### config.mk
export PLATFORM = sky130hd
export DESIGN_NAME = raster_fetch_addr
export DESIGN_NICKNAME = d
export VERILOG_FILES = /design/src/rtl/rfa_pkg.sv /design/src/rtl/rfa_scan_counter.sv /design/src/rtl/rfa_window.sv /design/src/rtl/rfa_addr_map.sv /design/src/rtl/raster_fetch_addr.sv
export SDC_FILE = /design/constraint.sdc
export NUM_CORES = 1
export LEC_CHECK = 0
export ABC_AREA = 1
export BUFFER_PORTS_ARGS = -buffer_cell sky130_fd_sc_hd__buf_2
export CORE_MARGIN = 2
export CORE_UTILIZATION = 47
export DETAILED_ROUTE_END_ITERATION = 10
export HOLD_SLACK_MARGIN = 0.15
export PLACE_DENSITY = 0.79
export SYNTH_ARGS = -nofsm -noshare
export SYNTH_HDL_FRONTEND = slang
export SYNTH_SLANG_ARGS = --single-unit
### constraint.sdc
create_clock -name clk -period 1.7 [get_ports clk]
set_clock_uncertainty 0.1 [all_clocks]
set_input_delay 0.34 -clock clk [delete_from_list [all_inputs] [get_ports clk]]
set_output_delay 0.34 -clock clk [all_outputs]
set_load 0.01 [all_outputs]
### src/rtl/rfa_pkg.sv
package rfa_pkg;

   // Fixed screen format: 32 byte columns, 192 lines, 15-bit video RAM address
   localparam int COL_W  = 5;
   localparam int LINE_W = 8;
   localparam int OFS_W  = 14;
   localparam int RAM_AW = OFS_W + 1;

   localparam logic [OFS_W-1:0] ATTR_BASE = 14'h1800;

   typedef struct packed {
      logic [LINE_W-1:0] line;
      logic [COL_W-1:0]  col;
   } cell_pos_t;

   // Bitmap offset: band, then pixel line in cell, then character row, then column
   function automatic logic [OFS_W-1:0] bitmap_offset(input cell_pos_t p);
      return {1'b0, p.line[7:6], p.line[2:0], p.line[5:3], p.col};
   endfunction

   // Attribute offset: linear character rows from the top
   function automatic logic [OFS_W-1:0] attr_offset(input cell_pos_t p);
      return {4'b0110, p.line[7:3], p.col};
   endfunction

endpackage

### src/rtl/rfa_scan_counter.sv
module rfa_scan_counter #(
   parameter int TERMINAL = 224,
   parameter int W        = $clog2(TERMINAL)
) (
   input  logic         clk,
   input  logic         rst_n,
   input  logic         step,
   output logic [W-1:0] cnt,
   output logic         wrap
);

   localparam logic [W-1:0] LAST = W'(TERMINAL - 1);

   generate
      if (TERMINAL < 2) begin : g_bad_terminal
         $error("rfa_scan_counter: TERMINAL must be at least 2");
      end
      if ((1 << W) < TERMINAL) begin : g_bad_width
         $error("rfa_scan_counter: W too narrow for TERMINAL");
      end
   endgenerate

   assign wrap = step && (cnt == LAST);

   always_ff @(posedge clk or negedge rst_n) begin
      if (!rst_n)    cnt <= '0;
      else if (wrap) cnt <= '0;
      else if (step) cnt <= cnt + W'(1);
   end

   // on the horizontal instance, R3 on the vertical instance
   a_r2_count_advance: assert property (@(posedge clk) disable iff (!rst_n)
      (step && !wrap) |=> (cnt == W'($past(cnt) + W'(1))));
   a_r2_count_wrap: assert property (@(posedge clk) disable iff (!rst_n)
      wrap |=> (cnt == '0));
   a_r3_count_hold: assert property (@(posedge clk) disable iff (!rst_n)
      !step |=> $stable(cnt));

endmodule

### src/rtl/rfa_window.sv
module rfa_window
   import rfa_pkg::*;
#(
   parameter int H_W         = 8,
   parameter int V_W         = 9,
   parameter int COLS        = 32,
   parameter int LINES       = 192,
   parameter int CYC_PER_COL = 4
) (
   input  logic           clk,
   input  logic           rst_n,
   input  logic [H_W-1:0] hpos,
   input  logic [V_W-1:0] vpos,
   output logic           active,
   output logic           pix_fetch,
   output logic           attr_fetch,
   output cell_pos_t      pos
);

   localparam int PH_W  = $clog2(CYC_PER_COL);
   localparam int ACT_H = COLS * CYC_PER_COL;
   localparam logic [PH_W-1:0] PH_PIX  = PH_W'(0);
   localparam logic [PH_W-1:0] PH_ATTR = PH_W'(1);

   generate
      if (CYC_PER_COL < 2 || (1 << PH_W) != CYC_PER_COL) begin : g_bad_cyc
         $error("rfa_window: CYC_PER_COL must be a power of two, at least 2");
      end
      if (COLS < 1 || COLS > 32) begin : g_bad_cols
         $error("rfa_window: COLS must be 1..32");
      end
      if (LINES < 1 || LINES > 192) begin : g_bad_lines
         $error("rfa_window: LINES must be 1..192");
      end
   endgenerate

   logic [PH_W-1:0] phase;
   logic            in_h;
   logic            in_v;

   assign phase    = hpos[PH_W-1:0];
   assign pos.col  = COL_W'(hpos >> PH_W);
   assign pos.line = LINE_W'(vpos);
   assign in_h     = int'(hpos) < ACT_H;
   assign in_v     = int'(vpos) < LINES;

   assign active     = rst_n && in_h && in_v;
   assign pix_fetch  = active && (phase == PH_PIX);
   assign attr_fetch = active && (phase == PH_ATTR);

   // nothing is requested while reset is held
   always_comb begin
      if (!rst_n) begin
         a_r1_quiet_in_reset: assert (!active && !pix_fetch && !attr_fetch);
      end
   end

   a_r5_strobe_exclusive: assert property (@(posedge clk) disable iff (!rst_n)
      !(pix_fetch && attr_fetch));
   a_r5_quiet_outside: assert property (@(posedge clk) disable iff (!rst_n)
      !active |-> (!pix_fetch && !attr_fetch));
   a_r6_attr_after_pix: assert property (@(posedge clk) disable iff (!rst_n)
      pix_fetch |=> (attr_fetch && $stable(pos)));

endmodule

### src/rtl/rfa_addr_map.sv
module rfa_addr_map
   import rfa_pkg::*;
#(
   parameter bit BANK_AT_FRAME = 1'b0
) (
   input  logic              clk,
   input  logic              rst_n,
   input  logic              valid,
   input  logic              frame_start,
   input  logic              bank_sel,
   input  cell_pos_t         pos,
   output logic [RAM_AW-1:0] pix_addr,
   output logic [RAM_AW-1:0] attr_addr
);

   logic bank_eff;

   generate
      if (BANK_AT_FRAME) begin : g_bank_frame
         logic bank_q;
         always_ff @(posedge clk or negedge rst_n) begin
            if (!rst_n)           bank_q <= 1'b0;
            else if (frame_start) bank_q <= bank_sel;
         end
         assign bank_eff = frame_start ? bank_sel : bank_q;
      end else begin : g_bank_now
         assign bank_eff = bank_sel;
      end
   endgenerate

   assign pix_addr  = {bank_eff, bitmap_offset(pos)};
   assign attr_addr = {bank_eff, attr_offset(pos)};

   a_r7_pix_in_bitmap: assert property (@(posedge clk) disable iff (!rst_n)
      valid |-> (pix_addr[OFS_W-1:0] < ATTR_BASE));
   a_r8_attr_in_map: assert property (@(posedge clk) disable iff (!rst_n)
      valid |-> (attr_addr[OFS_W-1:0] >= ATTR_BASE &&
                 attr_addr[OFS_W-1:0] <= 14'h1AFF));
   a_r9_banks_agree: assert property (@(posedge clk) disable iff (!rst_n)
      pix_addr[OFS_W] == attr_addr[OFS_W]);

endmodule

### src/rtl/raster_fetch_addr.sv
module raster_fetch_addr
   import rfa_pkg::*;
#(
   parameter int H_TOTAL       = 224,
   parameter int V_TOTAL       = 312,
   parameter int COLS          = 32,
   parameter int LINES         = 192,
   parameter int CYC_PER_COL   = 4,
   parameter bit BANK_AT_FRAME = 1'b0
) (
   input  logic                         clk,
   input  logic                         rst_n,
   input  logic                         bank_sel,
   output logic [$clog2(H_TOTAL)-1:0]   hpos,
   output logic [$clog2(V_TOTAL)-1:0]   vpos,
   output logic                         active,
   output logic                         pix_fetch,
   output logic                         attr_fetch,
   output logic [14:0]                  pix_addr,
   output logic [14:0]                  attr_addr
);

   localparam int H_W = $clog2(H_TOTAL);
   localparam int V_W = $clog2(V_TOTAL);

   generate
      if (H_TOTAL < COLS * CYC_PER_COL) begin : g_bad_htotal
         $error("raster_fetch_addr: H_TOTAL shorter than the visible columns");
      end
      if (V_TOTAL < LINES) begin : g_bad_vtotal
         $error("raster_fetch_addr: V_TOTAL shorter than the visible lines");
      end
      if (RAM_AW != 15) begin : g_bad_aw
         $error("raster_fetch_addr: address format expects 15 bits");
      end
   endgenerate

   logic      h_wrap;
   logic      v_wrap;
   logic      frame_start;
   cell_pos_t pos;

   rfa_scan_counter #(.TERMINAL(H_TOTAL), .W(H_W)) i_hcnt (
      .clk   (clk),
      .rst_n (rst_n),
      .step  (1'b1),
      .cnt   (hpos),
      .wrap  (h_wrap)
   );

   rfa_scan_counter #(.TERMINAL(V_TOTAL), .W(V_W)) i_vcnt (
      .clk   (clk),
      .rst_n (rst_n),
      .step  (h_wrap),
      .cnt   (vpos),
      .wrap  (v_wrap)
   );

   rfa_window #(
      .H_W         (H_W),
      .V_W         (V_W),
      .COLS        (COLS),
      .LINES       (LINES),
      .CYC_PER_COL (CYC_PER_COL)
   ) i_window (
      .clk        (clk),
      .rst_n      (rst_n),
      .hpos       (hpos),
      .vpos       (vpos),
      .active     (active),
      .pix_fetch  (pix_fetch),
      .attr_fetch (attr_fetch),
      .pos        (pos)
   );

   assign frame_start = (hpos == '0) && (vpos == '0);

   rfa_addr_map #(.BANK_AT_FRAME(BANK_AT_FRAME)) i_addr (
      .clk         (clk),
      .rst_n       (rst_n),
      .valid       (active),
      .frame_start (frame_start),
      .bank_sel    (bank_sel),
      .pos         (pos),
      .pix_addr    (pix_addr),
      .attr_addr   (attr_addr)
   );

   // the frame wrap only happens together with a line wrap
   a_r3_frame_wrap: assert property (@(posedge clk) disable iff (!rst_n)
      v_wrap |=> (hpos == '0 && vpos == '0));
   // the attribute fetch uses the same column as the pixel fetch before it
   a_r6_same_column: assert property (@(posedge clk) disable iff (!rst_n)
      pix_fetch |=> (attr_fetch && attr_addr[4:0] == $past(pix_addr[4:0])));

   generate
      if (!BANK_AT_FRAME) begin : g_chk_bank_now
         a_r9_bank_immediate: assert property (@(posedge clk) disable iff (!rst_n)
            (pix_fetch || attr_fetch) |-> (pix_addr[14] == bank_sel));
      end
   endgenerate

endmodule

After elaboration in Yosys (flattened, before gate mapping)

Index checks and enable logic that the tools add are counted.

Add/subtract/negate cells: 2
Order comparisons: 2
Equality and inequality tests: 3
Muxes and demuxes: 3
Reductions and logical operators: 7

Operator list:

| operator              | number |
|---|---|
| $mux W9               | 2 |
| $add A9 B1 Y9 const B | 1 |
| $eq A9 B9 Y1 const B  | 1 |
| $lt A9 B8 Y1 const B  | 1 |
| $add A8 B1 Y8 const B | 1 |
| $eq A8 B8 Y1 const B  | 1 |
| $lt A8 B8 Y1 const B  | 1 |
| $mux W8               | 1 |
| $logic_and A1 B1 Y1   | 5 |
| $eq A2 B1 Y1 const B  | 1 |
| $logic_not A2 Y1      | 1 |
| $reduce_bool A2 Y1    | 1 |

Flip-flop bits (word level): 17
Input port bits: 3
Output and inout port bits: 50
Logic and storage cells: 19

Depth between registers and ports, before layout

Gate-level depths: netlist of run 1.

Depth after elaboration: 4
Gate-level depth with buffers: 9
Gate-level depth less buffers: 9

Hierarchy

A second synthesis of run 1 with hierarchy kept.

Cell total of the unflattened synthesis: 207
Area, all modules: 1425.1 um^2

By module, submodules not included:

| module                    | instances | cells each | area an instance (um^2) | sequential area each (um^2) |
|---|---|---|---|---|
| rfa_scan_counter (i_vcnt) | 1         | 77         | 530.5                   | 225.2 |
| rfa_scan_counter (i_hcnt) | 1         | 56         | 446.7                   | 200.2 |
| rfa_addr_map              | 1         | 32         | 232.7                   | 0.0 |
| rfa_window                | 1         | 24         | 142.6                   | 0.0 |
| raster_fetch_addr         | 1         | 18         | 72.6                    | 0.0 |

Least setup slack after synthesis of run 1

No wires, ideal clock.

Kind: register to register
From: register i_hcnt.cnt[0]
To: register i_hcnt.cnt[3]
Setup time: 0.123 ns
Data arrival time: 1.213 ns
Required time: 1.477 ns
Setup slack: 0.264 ns
Stages on the path, launching flop included: 9
Path buffers: 0
Clock period less this slack: 1.436 ns
Path through: dfrtp_1 -> ha_1 -> nand2_1 -> inv_2 -> nand2_4 -> nor2_8 -> inv_1 -> o21ai_0 -> a21oi_1

Word-level cells in the longest chain between the ends: 2
Elaborated cells between the ends (all ways): 3
Those cells by class: add/sub (1); eq/ne (1); mux (1)

Ends and longest elaborated chain:

| element                                       | RTL line                                       | RTL |
|---|---|---|
| start: declaration                            | rfa_scan_counter.sv:8                          | `output logic [W-1:0] cnt,` |
| start signal: assignment                      | rfa_scan_counter.sv:28                         | `else if (step) cnt <= cnt + W'(1);` |
| $add A8 B1 Y8 or $eq A8 B8 Y1 (tied branches) | rfa_scan_counter.sv:28, rfa_scan_counter.sv:23 |  |
| $mux W8 *                                     | rfa_scan_counter.sv:27                         | `else if (wrap) cnt <= '0;` |

Mark *: on every way between the ends. The rest lies on a longest branch, timed or not.
A chain may end at the register's enable or synchronous reset.

Final worst setup path of run 1

From: register i_vcnt.cnt[8]
To: output port attr_fetch

Word-level cells in the longest chain between the ends: 3

Ends and longest elaborated chain:

| element                  | RTL line                | RTL |
|---|---|---|
| start: declaration       | rfa_scan_counter.sv:8   |  |
| start signal: assignment | rfa_scan_counter.sv:28  |  |
| $lt A9 B8 Y1             | rfa_window.sv:45        | `assign in_v = int'(vpos) < LINES;` |
| $logic_and A1 B1 Y1      | rfa_window.sv:47        | `assign active = rst_n && in_h && in_v;` |
| $logic_and A1 B1 Y1      | rfa_window.sv:49        | `assign attr_fetch = active && (phase == PH_ATTR);` |
| end: declaration         | raster_fetch_addr.sv:18 | `output logic attr_fetch,` |

No other way between the ends.

==> results of run 1 <==
==> Yosys cell counts <==
| cell | n |
|---|---|
| dfrtp_1 | 17 |
| o21bai_1 | 1 |
| nand2_1 | 31 |
| inv_2 | 2 |
| a31oi_1 | 1 |
| inv_1 | 22 |
| ha_1 | 4 |
| o21ai_0 | 3 |
| nand4_1 | 4 |
| nand2_4 | 1 |
| nand3_2 | 1 |
| a22oi_1 | 1 |
| a21oi_1 | 2 |
| nor3_1 | 6 |
| conb_1 | 2 |
| nand2_2 | 1 |
| and3_1 | 1 |
| xor2_1 | 1 |
| nand3b_1 | 1 |
| buf_8 | 1 |
| xnor2_1 | 1 |
| nor2_8 | 1 |
| nor2_1 | 18 |
| buf_4 | 30 |
| nand3_1 | 8 |
==> final cells by class <==
type	instances	share of cell area [%]
Clock inverter	1	0.531
Clock buffer	3	1.59
Inverter	24	6.64
Tap cell	30	2.66
Timing Repair Buffer	56	23.0
Multi-Input combinational cell	93	35.3
Sequential cell	17	30.2
==> worst register-to-register path, stage by stage (launching register included) <==
cell        delay (ns)
dfrtp_1           0.42
ha_1              0.19
nand2_1           0.08
inv_2             0.10
nand2_4           0.08
nor2_8            0.18
clkinvlp_4        0.18
o21ai_0           0.10
a21oi_1           0.06
==> placed cells by master, fill, tap and decap left out <==
cell type,synthesis,layout
buf_2,0,44
nand2_1,31,30
inv_1,22,20
dfrtp_1,17,16
nor2_1,18,15
buf_4,30,10
nand3_1,8,8
nor3_1,6,6
conb_1,2,5
nand4_1,4,4
ha_1,4,4
inv_2,2,3
o21ai_0,3,3
nor2_2,0,3
clkbuf_4,0,3
nand2_2,1,2
clkinvlp_4,0,2
a21oi_1,2,2
nand3_2,1,1
nand2_4,1,1
nor2_8,1,1
a31oi_1,1,1
xnor2_1,1,1
and3_4,0,1
a22oi_1,1,1
nand3b_1,1,1
xor2_1,1,1
o21bai_1,1,1
nor2_4,0,1
dlygate4sd3_1,0,1
dfrtp_2,0,1
buf_12,0,1
==> through the flow <==
step | power [uW] | setup TNS [ns] | instance area [sq um] | util (%)
after floorplan | 434 | 0 | 1230 | -
final | 661 | -0.00874 | 1410 | 57.5
after CTS | 669 | 0 | 1340 | 54.6
after global placement | 434 | 0 | 1280 | 52.0
after global routing | 690 | -0.194 | 1410 | 57.5
after detailed placement | 435 | 0 | 1280 | 52.0
==> how the worst min path moves through the flow <==
stage / start / endpoint / slack [ns]
floorplan: rst_n / i_hcnt.cnt[0] / -0.06
global placement: rst_n / i_hcnt.cnt[5] / 0.22
detailed placement: rst_n / i_hcnt.cnt[6] / 0.22
CTS: rst_n / i_hcnt.cnt[6] / 0.42
global route: rst_n / i_hcnt.cnt[6] / 0.46
finish: rst_n / i_hcnt.cnt[4] / 0.44
==> metal layers <==
metal | GRT usage, % | part of all wire, %
met5 | 0 | 0
met4 | 6.10 | 0.77
met3 | 2.69 | 7.2
met2 | 29.4 | 48
met1 | 20.6 | 44
==> state kept, by name, summed over array words and instances, names as in the netlist <==
name	cells
i_hcnt.cnt	8
i_vcnt.cnt	9
==> what timing repair did <==
item / CTS / global route
cloned: 0 / 1
buffers inserted: 2 / 5
hold buffers: 1 / 0
hold endpoints to repair: 17 / 0
pin swaps: 0 / 3
resized for setup: 3 / 5
setup endpoints to repair: 2 / 10
==> cells by family (layout without fill, tap and decap cells) <==
kind of cell | Yosys count | in the layout
fa+ha+maj | 4 | 4
compound gates | 8 | 8
buf+inv | 55 | 84
xor+xnor | 2 | 2
other cells | 2 | 5
flops | 17 | 17
simple gates | 73 | 74
==> power by group <==
group	internal, uW	leakage (uW)	switching (uW)
combinational	8.09	0.000638	18.4
clock	89.6	0.0000139	141
sequential	404	0.000221	0
==> impl_metrics.ini, run 1 <==
[outcome]
status = finished with violations
violations = setup timing

[final_layout]
instances_no_fill = 224
syn2layout_area_growth_pct = 16.0
fillers = 233
seq_area_sq_um = 427
n_antenna_cell = 0
multi_input_area_sq_um = 499
drive_above_1_share_pct = 38.1
nNetsFinal = 202

[sta]
timing.final.crit_period_ns = 1.71
timing.final.ws_setup_ns = -0.00874
setup_viol = 1
clock.fmax_mhz = 585
finalHoldViolations = 0
rsz0062_at_grt = yes
fin_hold_ws_ns = 0.443
drv_slew = 0
fin_crit_sh_pct = 101

[hold_path]
hold_class = input port to asynchronous set/reset pin

[worst_setup_path]
slowest_delay_ns = 0.42
cp_num_cells = 5
arrival_ns = 1.27
cpLargestDelayFamily = flip-flops
regToRegSetupSlack_ns = 0.10
ff2ff_path_depth = 8
timing.rr.end = i_hcnt.cnt[3]
crit_slowest_cell = dfrtp_2
timing.rr.start = i_hcnt.cnt[0]
crit_type = flop to output port
required_ns = 1.26
critPathBufInv = 2
cp-end-kind = output port
crit_path_start_kind = flop
setup.worst_path.start = i_vcnt.cnt[8]
path_cells = nor2_2 -> and3_4 -> inv_2 -> nor2_2 -> buf_2
crit_path_frequent_cell = nor2_2
worstPathMaxFanout = 2
endpoint = attr_fetch

[route]
avgRoutedWirePerCell_microns = 11.0
first_pass_iters = 4
drc = 0
wl_microns = 2470
viasPerCell = 4.73
ant_nets = 0
drtIter0Drc = 17
dr_total_vias = 1060

[logic_synthesis]
ys_ff_latch = 17
synth.avg_cell_area_sq_um = 7.56
synth.area.top_cells = dfrtp_1, buf_4, nand2_1
yosysWarnings = 0
synth-xor-area-share_pct = 1.44
yosysTopAreaCellShare_pct = 34.9
synth.yosys.seq_area_share_pct = 34.9
syn_inst = 161
synth_fa_ha_area_share_pct = 4.11
yosys.area_share.simple_pct = 28.0
synth_top_area_cell = dfrtp_1
synthMuxAreaShare_pct = 0
netlist_area_sq_um = 1220
ys_types = 25
synth-compound-area-share_pct = 3.80
synth_top_family_by_area = simple AND/OR/NAND/NOR gates

[pwr]
powerDensity_nw_per_um2 = 468
leakagePower_uw = 0.000873
peakVddDrop_v = 0.000340

[global_routing]
antenna_found_initial = 0
grt-ovfl-total = 0
grt_max_degree = 18
grt_pass1_vias = 851
grt_pass1_wl_microns = 3630
grt_use_total_pct = 16.8

[clocking]
cts_max_path_buffers = 2
clock_sinks = 17
clk_latency_ns = 0.30
clkTransAtPathRegs_ns = 0.11
htreeDepth = 1
cts_buffers = 3
cts_root_buffer = clkbuf_4
cts_tree = done

[floorplanning]
std_cell_rows = 18
dieArea_sq_um = 3010
die_h_microns = 54.9
start_util_pct = 49.6
core_region_area_sq_um = 2450
ios = 53
die_x_microns = 54.9

[job]
drv_cap = 0

[placed_design]
dp_cells = 211
place_ws_ns = 0.0627
gp_congestion = 0.861
dp_hpwl_microns = 1770
io_buffers = 44
(Power assumes the default switching activity.)
==> run 2, diff against run 1 <==
CORE_MARGIN = 10   (was 2)
CORE_UTILIZATION = 42   (was 47)
PLACE_DENSITY = 0.75   (was 0.79)
clock period = 1.55 ns   (was 1.7 ns; I/O delays follow)
==> run 2 against run 1 <==
- sequential share of layout area fell by 1.8 points
- cell count rose by 3.6%
- largest cell class unchanged
- critical endpoint unchanged
- worst setup slack got worse by 0.10 ns
- the run still ends with setup timing left
- wire length rose by 21%
- die area rose by 81%
- total power rose by 9.7%
- first-iteration DRC count rose to 4.9 times the previous value
- global-route usage fell by 5.8 points
- critical path depth did not move
- worst hold slack got worse by 0.038 ns
- clock-buffer cell count rose by 1
- highest routed layer unchanged
==> impl_metrics.ini, run 2 (synthesis results as in run 1) <==
[outcome]
status = finished with violations
violations = setup timing

[clocking]
clkTransAtPathRegs_ns = 0.10
htreeDepth = 1
cts_tree = done
clock_sinks = 17
clk_latency_ns = 0.30
cts_root_buffer = clkbuf_4
cts_max_path_buffers = 2
cts_buffers = 3

[route]
avgRoutedWirePerCell_microns = 12.9
drtIter0Drc = 84
wl_microns = 3000
dr.max_layer_used = met4
drc = 0
viasPerCell = 4.71
met3_length_microns = 332
first_pass_iters = 4
ant_nets = 0
wl_met2_microns = 1380
wl_met1_microns = 1260
dr_total_vias = 1092

[final_layout]
fillers = 270
seq_area_sq_um = 425
multi_input_area_sq_um = 522
top_register = i_vcnt.cnt
drive_above_1_share_pct = 42.3
nNetsFinal = 209
syn2layout_area_growth_pct = 23.1
largestRegisters = i_vcnt.cnt: 9 flops, i_hcnt.cnt: 8 flops
layout_commonest_cell = buf_2
n_antenna_cell = 0
largest_register_ffs = 9
final_cell_mix = buf_2, nand2_1, inv_1, nor2_1, dfrtp_1

[sta]
finalHoldViolations = 0
clock.fmax_mhz = 603
timing.final.ws_setup_ns = -0.109
fin_crit_sh_pct = 107
setup_viol = 2
rsz0062_at_grt = yes
drv_slew = 0
finalSetupTns_ns = -0.202
fin_hold_ws_ns = 0.405
timing.final.crit_period_ns = 1.66

[floorplanning]
start_util_pct = 44.1
die_h_microns = 73.8
core_region_area_sq_um = 2760
ios = 53
std_cell_rows = 19
dieArea_sq_um = 5450
die_x_microns = 73.8

[worst_setup_path]
required_ns = 1.14
worstPathMaxFanout = 2
crit_type = flop to output port
crit_path_start_kind = flop
arrival_ns = 1.25
cp-end-kind = output port

[pwr]
leakagePower_uw = 0.000923
powerDensity_nw_per_um2 = 484
peakVddDrop_v = 0.000360

[placed_design]
dp_hpwl_microns = 2270
place_ws_ns = 0.0596
gp_congestion = 0.840
io_buffers = 44

[global_routing]
grt_pass1_vias = 1089
grt_max_degree = 18
grt_pass1_wl_microns = 4840
grt-ovfl-total = 0
antenna_found_initial = 0
grt_use_total_pct = 10.9

[job]
drv_cap = 0

[hold_path]
hold_class = input port to asynchronous set/reset pin
==> run 2: what timing repair did <==
item                                    in CTS  in global routing
setup buffers                                4                  4
endpoints found under the setup margin       3                 16
hold buffers                                 1                  0
hold endpoints to repair                    17                  0
resized for setup                            7                 15
gates cloned                                 0                  1
pin swaps                                    3                  3
==> run 2: report_power, final <==
| group | switching, uW | leakage (uW) | total [uW] | internal [uW] |
|---|---|---|---|---|
| clock network | 151 | 0.0000150 | 252 | 100 |
| registers | 0 | 0.000223 | 443 | 443 |
| logic | 20.4 | 0.000685 | 30.2 | 9.81 |
==> run 2: critical path, cell delays in order, from the launching register on <==
cell and delay [ns]:
dfrtp_1 0.40, nor2_1 0.10, and3_4 0.21, inv_2 0.04, nor2_1 0.07, buf_2 0.13
==> run 2: stage by stage <==
step           instance area, sq um  total power [uW]  instances  utilization, %
2_1_floorplan                  1230               476        164               -
6_report                       1500               725        232            54.4
3_5_place_dp                   1330               477        219            48.2
3_3_place_gp                   1330               477        219            48.2
5_1_grt                        1500               755        232            54.4
4_1_cts                        1410               733        228            51.1
==> run 2: path summary, 6_finish.rpt <==
kind | startpoint | endpoint | cells after the start | slack, ns
min in group clk | i_hcnt.cnt[4] | i_hcnt.cnt[4] | 2 | 0.49
hold / removal | rst_n | i_vcnt.cnt[5] | 3 | 0.40
hold reg to reg | i_hcnt.cnt[4] | i_hcnt.cnt[4] | 2 | 0.49
max in group asynchronous | rst_n | i_hcnt.cnt[4] | 3 | 0.76
setup / recovery | i_vcnt.cnt[8] | attr_fetch | 5 | -0.11
setup reg to reg | i_hcnt.cnt[0] | i_vcnt.cnt[2] | 9 | 0.02
==> run 2: cell type report <==
cell class                      instances  share of cell area [%]
Clock buffer                            4                    1.75
Inverter                               24                    6.34
Multi-Input combinational cell         93                    34.8
Sequential cell                        17                    28.4
Tap cell                               31                    2.59
Timing Repair Buffer                   63                    26.1
==> run 2: metal layers <==
| layer | global-route usage (%) | vias up |
|---|---|---|
| li1 | - | 544 |
| met2 | 17.9 | 40 |
| met5 | 0 | - |
| met3 | 5.11 | 6 |
| met4 | 3.52 | 0 |
| met1 | 12.2 | 502 |
==> run 3, diff against run 2 <==
PLACE_DENSITY = 0.71   (was 0.75)
==> run 3 against run 2 <==
- the flow still finishes with violations (setup timing)
- clock-buffer cell count unchanged
- worst hold slack better by 0.098 ns
- critical path depth unchanged
- register-to-register slack worse by 0.02 ns
- wire length up 0.83%
- total power down 2.5%
- non-clock buffer count down 1
- die area unchanged
- via count about the same
- combinational power down 6%
- global-route usage down 0.055 points
- sequential share of layout area about the same
- critical endpoint unchanged
==> impl_metrics.ini, run 3 (synthesis results as in run 1) <==
[outcome]
status = finished with violations
violations = setup timing

[clocking]
cts_buffers = 3
cts_root_buffer = clkbuf_4
cts_tree = done
clock_sinks = 17
clk_latency_ns = 0.29
htreeDepth = 1
cts_max_path_buffers = 2
clkTransAtPathRegs_ns = 0.09

[route]
first_pass_iters = 4
drtIter0Drc = 51
avgRoutedWirePerCell_microns = 13.1
viasPerCell = 4.73
wl_microns = 3020
dr_total_vias = 1093
drc = 0
ant_nets = 0

[sta]
timing.final.crit_period_ns = 1.65
setup_viol = 2
timing.final.ws_setup_ns = -0.0954
clock.fmax_mhz = 608
maxSlewHeadroom_pct = 47.3
tightest_slew_ns = 0.788
drv_slew = 0
finalHoldViolations = 0
rsz0062_at_grt = yes
fin_crit_sh_pct = 106

[pwr]
finalPower_uw = 707
powerDensity_nw_per_um2 = 471
leakagePower_uw = 0.000910
peakVddDrop_v = 0.000289

[global_routing]
antenna_found_initial = 0
grt-ovfl-total = 0
grt_pass1_vias = 1078
grt_pass1_wl_microns = 4850
grt_use_total_pct = 10.9
grt_max_degree = 18

[worst_setup_path]
crit_type = flop to output port
arrival_ns = 1.24
cp_num_cells = 5
crit_slowest_cell = dfrtp_1
ff2ff_path_depth = 9
required_ns = 1.14
cpLargestDelayFamily = flip-flops
crit_path_start_kind = flop
worstPathMaxFanout = 4
slowest_delay_ns = 0.42
cp-end-kind = output port
path_cells = inv_1 -> ha_1 -> inv_1 -> nor2_1 -> buf_2
crit_path_frequent_cell = inv_1
critPathBufInv = 3

[hold_path]
hold_class = flop to flop
hold_depth = 2

[final_layout]
drive_above_1_share_pct = 45.5
fillers = 273
layout_commonest_cell = buf_2
multi_input_area_sq_um = 549
seq_area_sq_um = 425
n_antenna_cell = 0
top_register = i_vcnt.cnt
syn2layout_area_growth_pct = 23.2
final_cell_mix = buf_2, nand2_1, inv_1, dfrtp_1, nor2_1
largestRegisters = i_vcnt.cnt: 9 flops, i_hcnt.cnt: 8 flops
largest_register_ffs = 9
nNetsFinal = 208
final_util_pct = 54.4

[floorplanning]
die_x_microns = 73.8
die_h_microns = 73.8
dieArea_sq_um = 5450
ios = 53
std_cell_rows = 19
start_util_pct = 44.1
core_region_area_sq_um = 2760

[placed_design]
place_ws_ns = 0.0435
io_buffers = 44
gp_congestion = 0.879
dp_hpwl_microns = 2360

[job]
drv_cap = 0
==> run 3: cell types whose count changed in the layout (fill, tap and decap cells not counted), moves of 2 or more <==
| cell | change |
|---|---|
| buf_2 | +3 |
| o21ai_2 | +2 |
| nand2_1 | -2 |
| nand2_2 | +2 |
| buf_6 | -3 |
==> run 3: path summary, 6_finish.rpt <==
check                      slack, ns            end     startpoint
max                             -0.1     attr_fetch  i_hcnt.cnt[1]
min                             0.50  i_hcnt.cnt[4]  i_hcnt.cnt[4]
max reg2reg                        0  i_vcnt.cnt[5]  i_hcnt.cnt[0]
min reg2reg                     0.50  i_hcnt.cnt[4]  i_hcnt.cnt[4]
max in group asynchronous       0.23  i_vcnt.cnt[4]          rst_n
min in group asynchronous       0.64  i_hcnt.cnt[6]          rst_n
==> run 3: cell type report <==
type / count / share of cell area (%)
Sequential cell: 17 / 28.4
Inverter: 24 / 6.34
Clock buffer: 4 / 1.75
Multi-Input combinational cell: 93 / 36.6
Timing Repair Buffer: 62 / 24.4
Tap cell: 31 / 2.59
==> run 3: through the flow <==
| step | hold slack [ns] | cell area, sq um | instances | TNS (ns) |
|---|---|---|---|---|
| floorplan | -0.0856 | 1230 | 164 | 0 |
| global placement | 0.200 | 1330 | 219 | 0 |
| detailed placement | 0.199 | 1330 | 219 | 0 |
| CTS | 0.516 | 1420 | 228 | -0.197 |
| global route | 0.520 | 1500 | 231 | -1.00 |
| finish | 0.502 | 1500 | 231 | -0.163 |
==> run 3: what timing repair did <==
item,CTS,global route
endpoints found under the hold margin,17,0
endpoints found under the setup margin,3,18
resized for setup,9,18
cloned,0,1
hold buffers,1,0
pin swaps,4,11
buffers inserted,4,3
==> run 3: tightest hold or removal path, cell delays in order, from the launching register on <==
cell and delay, ns:
dfrtp_1 0.44, xnor2_1 0.09, inv_1 0.04
==> run 3: power by group <==
group,switching [uW],total [uW],internal (uW)
clock,135,235,100
sequential,0,443,443
combinational,20.4,28.5,8.18
total,156,707,551
==> run 3: routing by layer <==
metal	wire, microns	track usage, %
met5	0	0
met4	10	3.73
met3	375	4.71
met2	1460	18.0
met1	1180	12.1
